--- config.mk ---
export PLATFORM = sky130hd
export DESIGN_NAME = lasq_tx_sequencer
export DESIGN_NICKNAME = d
export VERILOG_FILES = /design/src/rtl/lasq_pkg.sv /design/src/rtl/lasq_lmfc.sv /design/src/rtl/lasq_tail_fill.sv /design/src/rtl/lasq_ilas_gen.sv /design/src/rtl/lasq_frame_align.sv /design/src/rtl/lasq_tx_sequencer.sv
export SDC_FILE = /design/constraint.sdc
export NUM_CORES = 1
export LEC_CHECK = 0
export ABC_AREA = 0
export BUFFER_PORTS_ARGS = -buffer_cell sky130_fd_sc_hd__buf_2
export CORE_MARGIN = 4
export CORE_UTILIZATION = 47
export CTS_BUF_LIST = sky130_fd_sc_hd__clkbuf_4
export DETAILED_ROUTE_END_ITERATION = 12
export GPL_ROUTABILITY_DRIVEN = 0
export HOLD_SLACK_MARGIN = 0.15
export PLACE_DENSITY = 0.84
export SYNTH_ARGS = -nofsm -noshare
export SYNTH_HDL_FRONTEND = slang
export SYNTH_SLANG_ARGS = --single-unit
--- constraint.sdc ---
create_clock -name clk -period 5.55 [get_ports clk]
set_input_delay 0.2775 -clock clk [delete_from_list [all_inputs] [get_ports clk]]
set_output_delay 0.2775 -clock clk [all_outputs]
set_load 0.05 [all_outputs]
--- src/rtl/lasq_pkg.sv ---
package lasq_pkg;
  typedef enum logic [1:0] {PH_CGS, PH_ILAS, PH_DATA} phase_e;

  typedef struct packed {
    logic       k;
    logic [7:0] d;
  } octet_t;

  localparam logic [7:0] K_COMMA = 8'hBC;
  localparam logic [7:0] K_MF_START = 8'h1C;
  localparam logic [7:0] K_MF_ALIGN = 8'h7C;
  localparam logic [7:0] K_CFG_MARK = 8'h9C;
  localparam logic [7:0] K_FR_ALIGN = 8'hFC;

  localparam logic [1:0] MODE_OFF  = 2'b00;
  localparam logic [1:0] MODE_ONCE = 2'b01;
  localparam logic [1:0] MODE_LOOP = 2'b11;
endpackage

--- src/rtl/lasq_lmfc.sv ---
module lasq_lmfc #(
  parameter int F = 2,
  parameter int K = 4,
  localparam int MF_LEN = F * K,
  localparam int POS_W = (MF_LEN > 1) ? $clog2(MF_LEN) : 1
) (
  input  logic             clk,
  input  logic             rst_n,
  input  logic             clr,
  input  logic             adv,
  output logic [POS_W-1:0] pos,
  output logic             frm_end,
  output logic             mf_end
);
  localparam int OW = (F > 1) ? $clog2(F) : 1;
  localparam int KW = (K > 1) ? $clog2(K) : 1;

  logic [OW-1:0] oct_q;
  logic [KW-1:0] frm_q;

  assign frm_end = (oct_q == OW'(F - 1));
  assign mf_end  = frm_end && (frm_q == KW'(K - 1));
  assign pos     = POS_W'(int'(frm_q) * F + int'(oct_q));

  always_ff @(posedge clk or negedge rst_n) begin
    if (!rst_n) begin
      oct_q <= '0;
      frm_q <= '0;
    end else if (clr) begin
      oct_q <= '0;
      frm_q <= '0;
    end else if (adv) begin
      if (frm_end) begin
        oct_q <= '0;
        frm_q <= mf_end ? '0 : frm_q + 1'b1;
      end else begin
        oct_q <= oct_q + 1'b1;
      end
    end
  end
endmodule

--- src/rtl/lasq_tail_fill.sv ---
module lasq_tail_fill #(
  parameter int LFSR_W = 31,
  parameter int TAP    = 28
) (
  input  logic       clk,
  input  logic       rst_n,
  input  logic       clr,
  input  logic       step,
  input  logic       en,
  input  logic [7:0] din,
  input  logic [7:0] mask,
  output logic [7:0] dout
);
  logic [LFSR_W-1:0] s_q;
  logic [LFSR_W-1:0] s_nxt;
  logic [7:0]        fill_bits;

  assign s_nxt     = {s_q[LFSR_W-2:0], s_q[LFSR_W-1] ^ s_q[TAP-1]};
  assign fill_bits = en ? s_q[7:0] : 8'h00;
  assign dout      = (din & ~mask) | (fill_bits & mask);

  always_ff @(posedge clk or negedge rst_n) begin
    if (!rst_n)    s_q <= '1;
    else if (clr)  s_q <= '1;
    else if (step) s_q <= s_nxt;
  end
endmodule

--- src/rtl/lasq_ilas_gen.sv ---
module lasq_ilas_gen
  import lasq_pkg::*;
#(
  parameter int MF_LEN = 8,
  localparam int POS_W = (MF_LEN > 1) ? $clog2(MF_LEN) : 1,
  localparam int CFG_LEN = MF_LEN - 3
) (
  input  logic [POS_W-1:0]     pos,
  input  logic [1:0]           mf_idx,
  input  logic [CFG_LEN*8-1:0] cfg,
  output octet_t               oct
);
  logic [7:0] cfg_byte;

  always_comb begin
    cfg_byte = 8'h00;
    for (int i = 0; i < CFG_LEN; i++) begin
      if (pos == POS_W'(i + 2)) cfg_byte = cfg[i*8 +: 8];
    end
  end

  always_comb begin
    oct = '{k: 1'b0, d: 8'(pos)};
    if (pos == '0) begin
      oct = '{k: 1'b1, d: K_MF_START};
    end else if (pos == POS_W'(MF_LEN - 1)) begin
      oct = '{k: 1'b1, d: K_MF_ALIGN};
    end else if (mf_idx == 2'd1) begin
      if (pos == POS_W'(1)) oct = '{k: 1'b1, d: K_CFG_MARK};
      else                  oct = '{k: 1'b0, d: cfg_byte};
    end
  end
endmodule

--- src/rtl/lasq_frame_align.sv ---
module lasq_frame_align
  import lasq_pkg::*;
(
  input  logic       clk,
  input  logic       rst_n,
  input  logic       clr,
  input  logic       fire,
  input  logic       at_frame_end,
  input  logic       at_mf_end,
  input  logic       dis,
  input  logic [7:0] din,
  output octet_t     dout
);
  logic [7:0] prev_q;
  logic       prev_vld_q;
  logic       subst;

  assign subst = !dis && prev_vld_q && at_frame_end && (din == prev_q);

  always_comb begin
    if (subst) dout = '{k: 1'b1, d: at_mf_end ? K_MF_ALIGN : K_FR_ALIGN};
    else       dout = '{k: 1'b0, d: din};
  end

  always_ff @(posedge clk or negedge rst_n) begin
    if (!rst_n) begin
      prev_q     <= '0;
      prev_vld_q <= 1'b0;
    end else if (clr) begin
      prev_vld_q <= 1'b0;
    end else if (fire && at_frame_end) begin
      prev_q     <= din;
      prev_vld_q <= 1'b1;
    end
  end
endmodule

--- src/rtl/lasq_tx_sequencer.sv ---
module lasq_tx_sequencer
  import lasq_pkg::*;
#(
  parameter int OCTS_PER_FRAME = 2,
  parameter int FRAMES_PER_MF  = 4,
  parameter int REP_W          = 8,
  localparam int MF_LEN  = OCTS_PER_FRAME * FRAMES_PER_MF,
  localparam int CFG_LEN = MF_LEN - 3
) (
  input  logic                 clk,
  input  logic                 rst_n,
  input  logic                 cfg_pwrdn,
  input  logic [1:0]           cfg_mode,
  input  logic [REP_W-1:0]     cfg_repeat,
  input  logic                 cfg_fa_dis,
  input  logic                 cfg_tail_en,
  input  logic [CFG_LEN*8-1:0] cfg_ilas_data,
  input  logic                 sync_done,
  input  logic                 in_valid,
  output logic                 in_ready,
  input  logic [7:0]           in_data,
  input  logic [7:0]           in_tail_mask,
  output logic                 out_valid,
  input  logic                 out_ready,
  output logic [7:0]           out_data,
  output logic                 out_k
);
  localparam int POS_W = (MF_LEN > 1) ? $clog2(MF_LEN) : 1;
  localparam int CNT_W = REP_W + 2;

  phase_e           phase;
  logic [CNT_W-1:0] ilas_cnt;
  logic [POS_W-1:0] mf_pos;
  logic             frm_end, mf_end;
  logic             fire, data_fire;
  logic             ilas_last, ilas_on;
  logic [7:0]       filled;
  octet_t           ilas_oct, data_oct;

  assign fire      = out_valid && out_ready;
  assign data_fire = fire && (phase == PH_DATA);
  assign ilas_last = (ilas_cnt == {cfg_repeat, 2'b11});
  assign ilas_on   = (cfg_mode == MODE_ONCE) || (cfg_mode == MODE_LOOP);

  lasq_lmfc #(.F(OCTS_PER_FRAME), .K(FRAMES_PER_MF)) u_lmfc (
    .clk(clk), .rst_n(rst_n), .clr(cfg_pwrdn), .adv(fire),
    .pos(mf_pos), .frm_end(frm_end), .mf_end(mf_end)
  );

  lasq_tail_fill #(.LFSR_W(31), .TAP(28)) u_tail (
    .clk(clk), .rst_n(rst_n), .clr(cfg_pwrdn), .step(data_fire),
    .en(cfg_tail_en), .din(in_data), .mask(in_tail_mask), .dout(filled)
  );

  lasq_ilas_gen #(.MF_LEN(MF_LEN)) u_ilas (
    .pos(mf_pos), .mf_idx(ilas_cnt[1:0]), .cfg(cfg_ilas_data), .oct(ilas_oct)
  );

  lasq_frame_align u_align (
    .clk(clk), .rst_n(rst_n), .clr(cfg_pwrdn || (phase != PH_DATA)),
    .fire(data_fire), .at_frame_end(frm_end), .at_mf_end(mf_end),
    .dis(cfg_fa_dis), .din(filled), .dout(data_oct)
  );

  always_comb begin
    out_valid = 1'b0;
    in_ready  = 1'b0;
    out_data  = 8'h00;
    out_k     = 1'b0;
    if (!cfg_pwrdn) begin
      unique case (phase)
        PH_CGS: begin
          out_valid = 1'b1;
          out_k     = 1'b1;
          out_data  = K_COMMA;
        end
        PH_ILAS: begin
          out_valid = 1'b1;
          out_k     = ilas_oct.k;
          out_data  = ilas_oct.d;
        end
        PH_DATA: begin
          out_valid = in_valid;
          in_ready  = out_ready;
          out_k     = data_oct.k;
          out_data  = data_oct.d;
        end
        default: ;
      endcase
    end
  end

  always_ff @(posedge clk or negedge rst_n) begin
    if (!rst_n) begin
      phase    <= PH_CGS;
      ilas_cnt <= '0;
    end else if (cfg_pwrdn || !sync_done) begin
      phase    <= PH_CGS;
      ilas_cnt <= '0;
    end else if (fire && mf_end) begin
      unique case (phase)
        PH_CGS: begin
          phase    <= ilas_on ? PH_ILAS : PH_DATA;
          ilas_cnt <= '0;
        end
        PH_ILAS: begin
          if (ilas_last) begin
            ilas_cnt <= '0;
            if (cfg_mode != MODE_LOOP) phase <= PH_DATA;
          end else begin
            ilas_cnt <= ilas_cnt + 1'b1;
          end
        end
        default: ;
      endcase
    end
  end
endmodule

==> summary.md, run 1 <==
| Metric | Value |
|---|---|
| GRT Total Usage | 0.194 |
| Via density | approximately 5.6 |
| Gate Count Post-Synth | slightly above 400 |
| Cts repair resizes | 0 |
| Mapped Area | 3470 sq um |
| Nets@finish | around 550 |
| Worst r2r path cells | 5 |
| Hold crit path type | in2reg |
| Setup TNS | 0 ps |
| Achievable Freq | between 300 and 400 MHz |
| Depth of the CTS H-tree | 2 |
| Die width | 94.0 microns |
| Clock sink count | 55 |
| Worst R2R End | u_align.prev_q[7]$_DFFE_PN0P_ |
| Port buffer count | 84 |
| Endpoints failing hold | 0 |
| Crit end category | primary output |
| Crit path launch type | flip-flop |
| Final cell count without fillers | 574 |
| Die Span Y | ~94 microns |
| Antenna cells | 0 |
| Leak Pwr | about 1.7 nW |
| Commonest non-fill, non-tap cell in the layout | buf_2 |
| Synth-to-Final Area Change | 15.8% |
| Leading area contributor after synthesis | dfstp_2 |
| Sequential fraction of the synthesis area | 0.408 |
| Main synth FF type | dfstp_2 |
| Setup ws final | 2460 ps |
| DP Worst Slack | 2670 ps |
| Placed Cells | around 560 |
| Final ANT Viol Nets | 0 |
| Share of cells above drive strength 1 | 0.288 |
| Maxcap violations | 0 |
| YS warnings | 0 |
| Synth cell types | between 50 and 60 |
| Fin. max-slew vios | 0 |
| Most frequent cells in the layout | buf_2 (84), nand2_1 (42), nor2_1 (36) |
| Yosys top cell area share | 0.235 |
| RSZ-0062 raised after global routing | no |
| Synthesized area per cell | about 8.6 sq um |
| Hold path depth | 4 |
| Setup bufs post-CTS | 0 |
| Die area | about 8800 sq um |
| Largest net degree at the start of global routing | 64 |
| Total number of vias | ~3200 |
| PwrDens | between 150 and 200 nW/um^2 |
| Headroom to the max-slew limit | 0.371 |
| Number of global-route vias before repair | roughly 3000 |
| TritonCTS clock tree | done |
| Setup CP Type | reg2out |
| Routed len/inst | about 14 microns |
| Status | completed |
| Synth Register Bits | 55 |
| Ys async rst share | 1.00 |
| Initial antenna violation count | 0 |
| Final Skew | 19.7 ps |
| Syn nets | 482 |
| HPWL after DPL | 6.31 mm |
| Clock transition at the registers of the reported paths | 150 ps |
| Post-synth EDFFs | 0 |
| Rows | 31 |
| Worst-case clock buffer depth | 2 |
| DR DRC count | 0 |
| Total wire length | ~8.2 mm |
| Root Driver | clkbuf_4 |
| Fin crit share | 0.556 |
| Reg2Reg Setup Slack | between 2000 and 3000 ps |
| Starting DRT DRC Count | between 150 and 200 |
| # setup viols final | 0 |
| Post-CTS Hold Fix Bufs | 2 |
| Clk Latency, worst-skew pair | ~360 ps |
| Crit Path Max Fanout | 23 |
| WP data required | around 5300 ps |
| Fin crit period | between 3000 and 4000 ps |
| Peak supply drop | around 0.00012 V |
| RR Startpoint | phase[0]$_DFFE_PN0P_ |
| First-pass GRT wire length | between 10 and 15 mm |
| Initial Util | 0.481 |
| Top cells by area, synth | dfstp_2 (23%), dfrtp_1 (17%), nand2_1 (4.5%), o21ai_1 (4.2%), nor2b_1 (4.1%) |
| Worst Tran Pin Value | 943 ps |
| CP Data Arrival Time | ~2800 ps |
| CP endpoint | out_data[5] |
| Boundary pin count | 85 |
| Count of TritonRoute iterations in the first routing pass | 4 |
| Crit path launch | u_lmfc.frm_q[1]$_DFFE_PN0P_ |
| Core area | a little over 7000 sq um |
| Grt total ovfl | 0 |
| CTS buffer count | 5 |
==> synth_stat cells, types with 4 or more instances <==
cell / n
mux2i_1: 6
xnor2_1: 5
buf_2: 7
o21a_1: 6
and2_1: 4
mux2_2: 4
and3_1: 8
a22oi_1: 7
inv_1: 8
xor2_1: 11
nor2_1: 36
clkbuf_1: 15
nor3_1: 6
nand3_1: 16
o22ai_1: 6
dfrtp_1: 24
o21ai_1: 29
a211o_1: 13
dfstp_2: 31
nand2b_1: 9
a21oi_1: 22
o21ai_0: 17
nand2_1: 42
nor2b_1: 23
==> cell type report <==
class / instances / area, sq um
Clock buffer: 7 / 52.6
Clock inverter: 1 / 30.0
Fill cell: 651 / 3190
Inverter: 8 / 30.0
Multi-Input combinational cell: 316 / 1910
Sequential cell: 55 / 1420
Tap cell: 99 / 124
Timing Repair Buffer: 88 / 455
==> power breakdown <==
part           switching, mW  internal (mW)  leakage, nW
clock network          0.115          0.106       0.0463
registers             0.0117          0.416        0.658
logic                 0.0917         0.0601        0.960
==> state kept, by name (all words and copies together) (netlist names) <==
| name | cells |
|---|---|
| ilas_cnt | 10 |
| phase | 2 |
| u_tail.s_q | 31 |
| u_lmfc.frm_end | 1 |
| u_align.prev_vld_q | 1 |
| u_lmfc.frm_q | 2 |
| u_align.prev_q | 8 |
==> per-layer routing <==
layer  vias to the layer above  share of wire  track usage
met3                        26          0.076       0.0433
met4                         0          0.035       0.0903
li1                       1576              -            -
met2                       122           0.48        0.319
met1                      1465           0.41        0.240
met5                         -              0            0
==> worst min path at each step <==
stage | startpoint | endpoint | slack, ps
after floorplan | rst_n | ilas_cnt[0]$_DFFE_PN0P_ | -20
after global placement | rst_n | ilas_cnt[8]$_DFFE_PN0P_ | 430
after detailed placement | rst_n | ilas_cnt[8]$_DFFE_PN0P_ | 440
after CTS | in_tail_mask[4] | u_align.prev_q[4]$_DFFE_PN0P_ | 240
after global routing | in_tail_mask[4] | u_align.prev_q[4]$_DFFE_PN0P_ | 250
final | in_tail_mask[4] | u_align.prev_q[4]$_DFFE_PN0P_ | 270
==> cells by family (layout without fill, tap and decap cells) <==
group | Yosys count | after routing | synth area share
AOI/OAI and AO/OA | 123 | 123 | 0.223
xor gates and xnor gates | 16 | 16 | 0.0404
adders and majority gates | 3 | 3 | 0.0108
buffers and inverters | 34 | 104 | 0.0414
DFF | 55 | 55 | 0.408
muxes | 11 | 11 | 0.0335
and+or+nand+nor | 163 | 163 | 0.244
==> worst max-delay path, cell delays in order, from the launching register on <==
cell and delay, ps:
dfrtp_1 860, nor2b_1 520, a22oi_1 190, nand2_1 100, a22oi_1 70, nor4_1 260, o22a_1 190, buf_2 260
==> stage by stage <==
| stage | util | total power [mW] | hold slack (ps) | cell area (sq um) |
|---|---|---|---|---|
| 3_3_place_gp | 0.543 | 0.580 | 432 | 3920 |
| 2_1_floorplan | - | 0.526 | -18.1 | 3470 |
| 6_report | 0.557 | 0.800 | 267 | 4020 |
| 3_5_place_dp | 0.543 | 0.585 | 439 | 3920 |
| 5_1_grt | 0.557 | 0.849 | 253 | 4020 |
| 4_1_cts | 0.557 | 0.810 | 242 | 4020 |
(Power assumes the default switching activity.)
==> run 2, diff against run 1 <==
--- a/config.mk
+++ b/config.mk
@@ -5,7 +5,7 @@
 export SDC_FILE = /design/constraint.sdc
 export NUM_CORES = 1
 export LEC_CHECK = 0
-export ABC_AREA = 0
+export ABC_AREA = 1
 export BUFFER_PORTS_ARGS = -buffer_cell sky130_fd_sc_hd__buf_2
 export CORE_MARGIN = 4
 export CORE_UTILIZATION = 47
@@ -13,7 +13,7 @@
 export DETAILED_ROUTE_END_ITERATION = 12
 export GPL_ROUTABILITY_DRIVEN = 0
 export HOLD_SLACK_MARGIN = 0.15
-export PLACE_DENSITY = 0.84
+export PLACE_DENSITY = 0.83
 export SYNTH_ARGS = -nofsm -noshare
 export SYNTH_HDL_FRONTEND = slang
 export SYNTH_SLANG_ARGS = --single-unit
==> constraint.sdc (replaced) <==
create_clock -name clk -period 3 [get_ports clk]
set_input_delay 0.15 -clock clk [delete_from_list [all_inputs] [get_ports clk]]
set_output_delay 0.15 -clock clk [all_outputs]
set_load 0.05 [all_outputs]
==> summary.md, run 2 <==
| Metric | Value |
|---|---|
| Cell mode on critical path | nand2_1 |
| Core area | between 7000 and 8000 sq um |
| Routed len/inst | between 10 and 15 microns |
| CP Data Arrival Time | approximately 2600 ps |
| Top post-synthesis cells by count | nand2_1 (122), inv_1 (77), nand3_1 (44), nor2_1 (44), o21ai_0 (35) |
| Final Skew | 16.7 ps |
| Final ANT Viol Nets | 0 |
| Yosys top cell area share | 0.229 |
| Crit path launch type | flip-flop |
| Total wire length | 9.01 mm |
| Root Driver | clkbuf_4 |
| Endpoints failing hold | 0 |
| Post-synth EDFFs | 0 |
| Clk Latency, worst-skew pair | between 300 and 400 ps |
| Nets@finish | 660 |
| Clock sink count | 55 |
| Top cells by area, synth | dfstp_2 (23%), dfrtp_1 (17%), nand2_1 (13%), inv_1 (8.1%), nand3_1 (6.2%) |
| Met2 wire len | about 4.3 mm |
| Total power | about 1.6 mW |
| Peak supply drop | about 0.00015 V |
| Port buffer count | 84 |
| Die width | ~95 microns |
| DR DRC count | 0 |
| WP data required | ~2900 ps |
| Setup bufs post-CTS | 0 |
| Depth of the CTS H-tree | 2 |
| Starting DRT DRC Count | around 240 |
| Syn nets | about 570 |
| CP top delay family | simple AND/OR/NAND/NOR gates |
| Biggest regs | u_tail.s_q x31, ilas_cnt x10, u_align.prev_q x8 |
| Max reg flops | 31 |
| Headroom to the max-slew limit | 0.446 |
| Worst path buffer plus inverter count | 3 |
| Total number of vias | around 3600 |
| YS warnings | 0 |
| Crit end category | primary output |
| Count of TritonRoute iterations in the first routing pass | 5 |
| Final cell count without fillers | 683 |
| Fin crit period | 2700 ps |
| Initial antenna violation count | 0 |
| Status | completed |
| Die Span Y | between 90 and 100 microns |
| Most frequent cells in the layout | nand2_1 (122), buf_2 (84), inv_1 (77) |
| Sequential fraction of the synthesis area | 0.398 |
| Die area | roughly 9000 sq um |
| CP peak stage delay | between 500 and 600 ps |
| Antenna cells | 0 |
| Synth cell types | 35 |
| Cells along the critical path | inv_1 -> nand2_1 -> nor2_2 -> nand2_1 -> nand3_1 -> nor2_1 -> nand3_1 -> nand2_1 -> a21oi_1 -> nand2_1 -> inv_1 -> buf_2 |
| Max layer used | met4 |
| Worst Tran Pin Value | 830 ps |
| Initial Util | 0.488 |
| Grt total ovfl | 0 |
| Fin crit share | 0.901 |
| Slowest stage cell on the critical path | dfrtp_1 |
| Fin. max-slew vios | 0 |
| Final core occ | 0.572 |
| Share of cells above drive strength 1 | 0.253 |
| Reg with most FFs | u_tail.s_q |
| Worst-case clock buffer depth | 2 |
| PwrDens | roughly 370 nW/um^2 |
| CTS buffer count | 5 |
| Main synth FF type | dfstp_2 |
| Fillers | between 700 and 800 |
| Count leader, synth | nand2_1 |
| Via density | 5.29 |
| Commonest non-fill, non-tap cell in the layout | nand2_1 |
| Boundary pin count | between 80 and 90 |
| Gate Count Post-Synth | between 400 and 500 |
| Routed met3 length | roughly 690 microns |
| Synth Register Bits | 55 |
| Maxcap violations | 0 |
| Placed Cells | ~670 |
| HPWL after DPL | slightly below 7 mm |
| Synth-to-Final Area Change | 17.1% |
| Crit Path Max Fanout | 11 |
| # setup viols final | 0 |
| Ys async rst share | 1.00 |
| Leak Pwr | between 2 and 2.5 nW |
| Largest net degree at the start of global routing | 37 |
| GRT Total Usage | 0.201 |
| DRT met1 WL | around 3.8 mm |
| Hold crit path type | in2reg |
| Mapped Area | 3560 sq um |
| Clock transition at the registers of the reported paths | approximately 180 ps |
| TritonCTS clock tree | done |
| Cts repair resizes | 0 |
| Setup CP Type | reg2out |
| Worst hold margin | around 160 ps |
| Synthesized area per cell | ~7.2 sq um |
| Leading area contributor after synthesis | dfstp_2 |
| Post-CTS Hold Fix Bufs | 6 |
| Setup TNS | 0 ps |
| Rows | 31 |
| First-pass GRT wire length | ~15 mm |
| Number of global-route vias before repair | around 3400 |
| Achievable Freq | 370 MHz |
| RSZ-0062 raised after global routing | no |
-- run 2: changes by cell type after synthesis, sizes merged, moves of 14 or more --
cell	delta
nand2	+81
nor2b	-23
inv	+74
nor2	+14
nand3	+28
-- run 2: layout make-up --
cell class / instances / area (sq um) / area share
multi-input cells: 347 / 1760 / 0.421
flip-flops and latches: 55 / 1420 / 0.340
repair buffers: 92 / 495 / 0.119
inverters: 82 / 313 / 0.0751
well taps: 99 / 124 / 0.0297
clock buffers: 5 / 37.5 / 0.00901
clock inverters: 3 / 26.3 / 0.00630
-- run 2: cells by family (layout without fill, tap and decap cells) --
logic type / count (synthesis) / in the layout / synth area share
AND/OR/NAND/NOR: 234 / 234 / 0.289
AO/OA/AOI/OAI: 103 / 103 / 0.176
buffers and inverters: 95 / 182 / 0.109
flip-flops: 55 / 55 / 0.398
XOR/XNOR: 7 / 7 / 0.0172
adder cells (fa/ha/maj): 3 / 3 / 0.0105
-- run 2: report_power, final --
| part | internal (mW) | leakage, nW | total [mW] | switching (mW) |
|---|---|---|---|---|
| clock network | 0.0998 | 0.0362 | 0.355 | 0.256 |
| registers | 0.775 | 0.622 | 0.806 | 0.0307 |
| logic | 0.137 | 1.59 | 0.390 | 0.253 |
| total | 1.01 | 2.25 | 1.55 | 0.539 |
-- run 2: final timing paths --
kind	slack [ps]	startpoint	cells after the start	endpoint
worst max-delay path	300	u_lmfc.frm_end$_DFFE_PN0P_	12	out_data[7]
worst min-delay path	160	in_data[5]	5	u_align.prev_q[5]$_DFFE_PN0P_
worst max register to register	1110	phase[0]$_DFFE_PN0P_	9	u_align.prev_q[4]$_DFFE_PN0P_
worst min register to register	490	u_tail.s_q[29]$_DFFE_PN1P_	2	u_tail.s_q[30]$_DFFE_PN1P_
max in group asynchronous	1780	rst_n	3	u_tail.s_q[22]$_DFFE_PN1P_
min in group asynchronous	380	rst_n	2	u_align.prev_q[0]$_DFFE_PN0P_
-- run 2: stage by stage --
stage / setup slack (ps) / instance area (sq um)
floorplan: 487 / 3560
global placement: 853 / 4040
detailed placement: 764 / 4040
CTS: 332 / 4170
global route: 88.9 / 4170
finish: 298 / 4170
-- run 2: per-layer routing --
metal,vias up,global-route usage
li1,1785,-
met1,1659,0.242
met2,147,0.353
met3,23,0.0363
met4,0,0.0805
met5,-,0
-- run 2: tightest hold or removal path: stages --
cell and delay (ps):
buf_2 90, nand2_1 60, nand2_1 100, nand2_1 70, o21ai_2 60
==> run 3, diff against run 2 <==
--- a/config.mk
+++ b/config.mk
@@ -7,13 +7,16 @@
 export LEC_CHECK = 0
 export ABC_AREA = 1
 export BUFFER_PORTS_ARGS = -buffer_cell sky130_fd_sc_hd__buf_2
+export CELL_PAD_IN_SITES_DETAIL_PLACEMENT = 0
+export CELL_PAD_IN_SITES_GLOBAL_PLACEMENT = 2
 export CORE_MARGIN = 4
-export CORE_UTILIZATION = 47
+export CORE_UTILIZATION = 30
 export CTS_BUF_LIST = sky130_fd_sc_hd__clkbuf_4
 export DETAILED_ROUTE_END_ITERATION = 12
 export GPL_ROUTABILITY_DRIVEN = 0
 export HOLD_SLACK_MARGIN = 0.15
-export PLACE_DENSITY = 0.83
+export PLACE_DENSITY = 0.94
 export SYNTH_ARGS = -nofsm -noshare
 export SYNTH_HDL_FRONTEND = slang
+export SYNTH_HIERARCHICAL = 1
 export SYNTH_SLANG_ARGS = --single-unit
==> summary.md, run 3 <==
| Metric | Value |
|---|---|
| Status | completed |
| Nets@finish | between 700 and 800 |
| CTS buffer count | 5 |
| Final Skew | 11.1 ps |
| Largest net degree at the start of global routing | 41 |
| # setup viols final | 0 |
| Initial antenna violation count | 1 |
| Crit Path Max Fanout | 22 |
| CP Data Arrival Time | ~2600 ps |
| Peak supply drop | 0.000166 V |
| Port buffer count | between 80 and 90 |
| RSZ-0062 raised after global routing | no |
| Worst r2r path cells | 10 |
| Leak Pwr | around 2.3 nW |
| Reg with most FFs | u_tail/s_q |
| Crit path launch type | flip-flop |
| Total wire length | around 9.8 mm |
| Maxcap violations | 0 |
| Yosys top cell area share | 0.215 |
| Count leader, synth | nand2_1 |
| Fin crit period | ~2700 ps |
| HPWL after DPL | between 7 and 8 mm |
| WP data required | 2850 ps |
| Share of cells above drive strength 1 | 0.257 |
| Worst hold margin | 182 ps |
| Endpoints failing hold | 0 |
| Max reg flops | 31 |
| Count of TritonRoute iterations in the first routing pass | 5 |
| Setup TNS | 0 ps |
| Setup CP Type | reg2out |
| Post-synth EDFFs | 0 |
| Die area | 14500 sq um |
| DR DRC count | 0 |
| Headroom to the max-slew limit | 0.413 |
| Fin crit share | 0.913 |
| Starting DRT DRC Count | about 190 |
| Die width | approximately 120 microns |
| Total number of vias | roughly 3700 |
| Initial Util | 0.311 |
| Root Driver | clkbuf_4 |
| Area post-placement | 4320 sq um |
| PwrDens | around 350 nW/um^2 |
| Syn nets | between 600 and 700 |
| TritonCTS clock tree | done |
| Top cells by area, synth | dfstp_2 (21%), dfrtp_1 (16%), nand2_1 (15%), inv_1 (7.4%), o21ai_0 (6.7%) |
| Number of global-route vias before repair | ~3400 |
| Clock transition at the registers of the reported paths | ~150 ps |
| Mapped Area | ~3800 sq um |
| Rows | 40 |
| Achievable Freq | approximately 370 MHz |
| Setup bufs post-CTS | 0 |
| Sequential fraction of the synthesis area | 0.373 |
| Routed len/inst | 12.1 microns |
| Hold path depth | 5 |
| GRT Total Usage | 0.136 |
| Final instance area | about 4400 sq um |
| Ys async rst share | 1.00 |
| Biggest regs | u_tail/s_q x31, ilas_cnt x10, u_align/prev_q x8 |
| Core area | approximately 12000 sq um |
| YS warnings | 6 |
| Gate Count Post-Synth | ~560 |
| Boundary pin count | 85 |
| Via density | 4.62 |
| Worst-case clock buffer depth | 2 |
| Worst Tran Pin Value | roughly 880 ps |
| Synth cell types | 33 |
| Clock sink count | between 50 and 60 |
| Synth Register Bits | 55 |
| Fin. max-slew vios | 0 |
| First-pass GRT wire length | 16.4 mm |
| Most frequent cells in the layout | nand2_1 (156), buf_2 (84), inv_1 (75) |
| Leading area contributor after synthesis | dfstp_2 |
| Synthesized area per cell | 6.77 sq um |
| Clk Latency, worst-skew pair | roughly 370 ps |
| Die Span Y | around 120 microns |
| Hold crit path type | in2reg |
| Depth of the CTS H-tree | 2 |
| Crit end category | primary output |
| Synth-to-Final Area Change | 17.0% |
| Commonest non-fill, non-tap cell in the layout | nand2_1 |
| Final ANT Viol Nets | 0 |
| Main synth FF type | dfstp_2 |
| Grt total ovfl | 0 |
| Top post-synthesis cells by count | nand2_1 (156), inv_1 (75), o21ai_0 (51), nand3_1 (49), a21oi_1 (41) |
-- run 3: final timing paths --
check / slack [ps] / to / startpoint
worst max-delay path: 260 / out_data[1] / u_lmfc/frm_end$_DFFE_PN0P_
worst min-delay path: 180 / phase[0]$_DFFE_PN0P_ / sync_done
worst max register to register: 530 / phase[1]$_DFFE_PN0P_ / u_lmfc/frm_q[0]$_DFFE_PN0P_
worst min register to register: 500 / u_tail/s_q[24]$_DFFE_PN1P_ / u_tail/s_q[24]$_DFFE_PN1P_
max in group asynchronous: 1820 / u_tail/s_q[28]$_DFFE_PN1P_ / rst_n
min in group asynchronous: 410 / u_align/prev_q[7]$_DFFE_PN0P_ / rst_n
-- run 3: cell families after synthesis --
group,Yosys count,share of synthesized area
simple gates,287,0.347
compound gates,102,0.137
xor+xnor,4,0.00923
flops,55,0.373
buf+inv,111,0.127
fa+ha+maj,2,0.00659
-- run 3: power by group --
part / switching (mW) / leakage, nW / internal [mW]
registers: 0.0271 / 0.660 / 0.792
clock network: 0.236 / 0.0463 / 0.189
logic: 0.206 / 1.55 / 0.107
-- run 3: worst max-delay path: stages (launching register included) --
cell	delay [ps]
dfrtp_1	710
nor2_1	450
nand3_1	110
nand3_1	150
o21ai_1	80
a21oi_1	140
nand2_1	70
a21oi_1	200
buf_2	310
-- run 3: area by class of cell --
class,instances,area (sq um)
Clock buffer,6,45.0
Inverter,88,335
Fill cell,1377,7770
Clock inverter,2,38.8
Timing Repair Buffer,92,490
Tap cell,168,210
Sequential cell,55,1420
Multi-Input combinational cell,395,1900
Antenna cell,1,2.50
-- run 3: stage by stage --
stage          utilization  setup WS, ps  power, mW  instances
3_3_place_gp         0.353           706       1.14        794
6_report             0.364           261       1.56        807
3_5_place_dp         0.353           669       1.14        794
2_1_floorplan            -           721       1.02        561
4_1_cts              0.364           238       1.58        806
5_1_grt              0.364          37.8       1.65        807
-- run 3: timing repair --
action	4_1_cts	5_1_grt
endpoints found under the hold margin	26	0
hold buffers	4	0
gates resized for setup	0	0
-- run 3: routing by layer --
layer | wire length, microns | track usage | vias to the layer above | share of wire
li1 | - | - | 1947 | -
met1 | 4720 | 0.201 | 1670 | 0.48
met2 | 4470 | 0.211 | 103 | 0.46
met3 | 518 | 0.0239 | 6 | 0.053
met4 | 66 | 0.0212 | 0 | 0.0068
met5 | 0 | 0 | - | 0
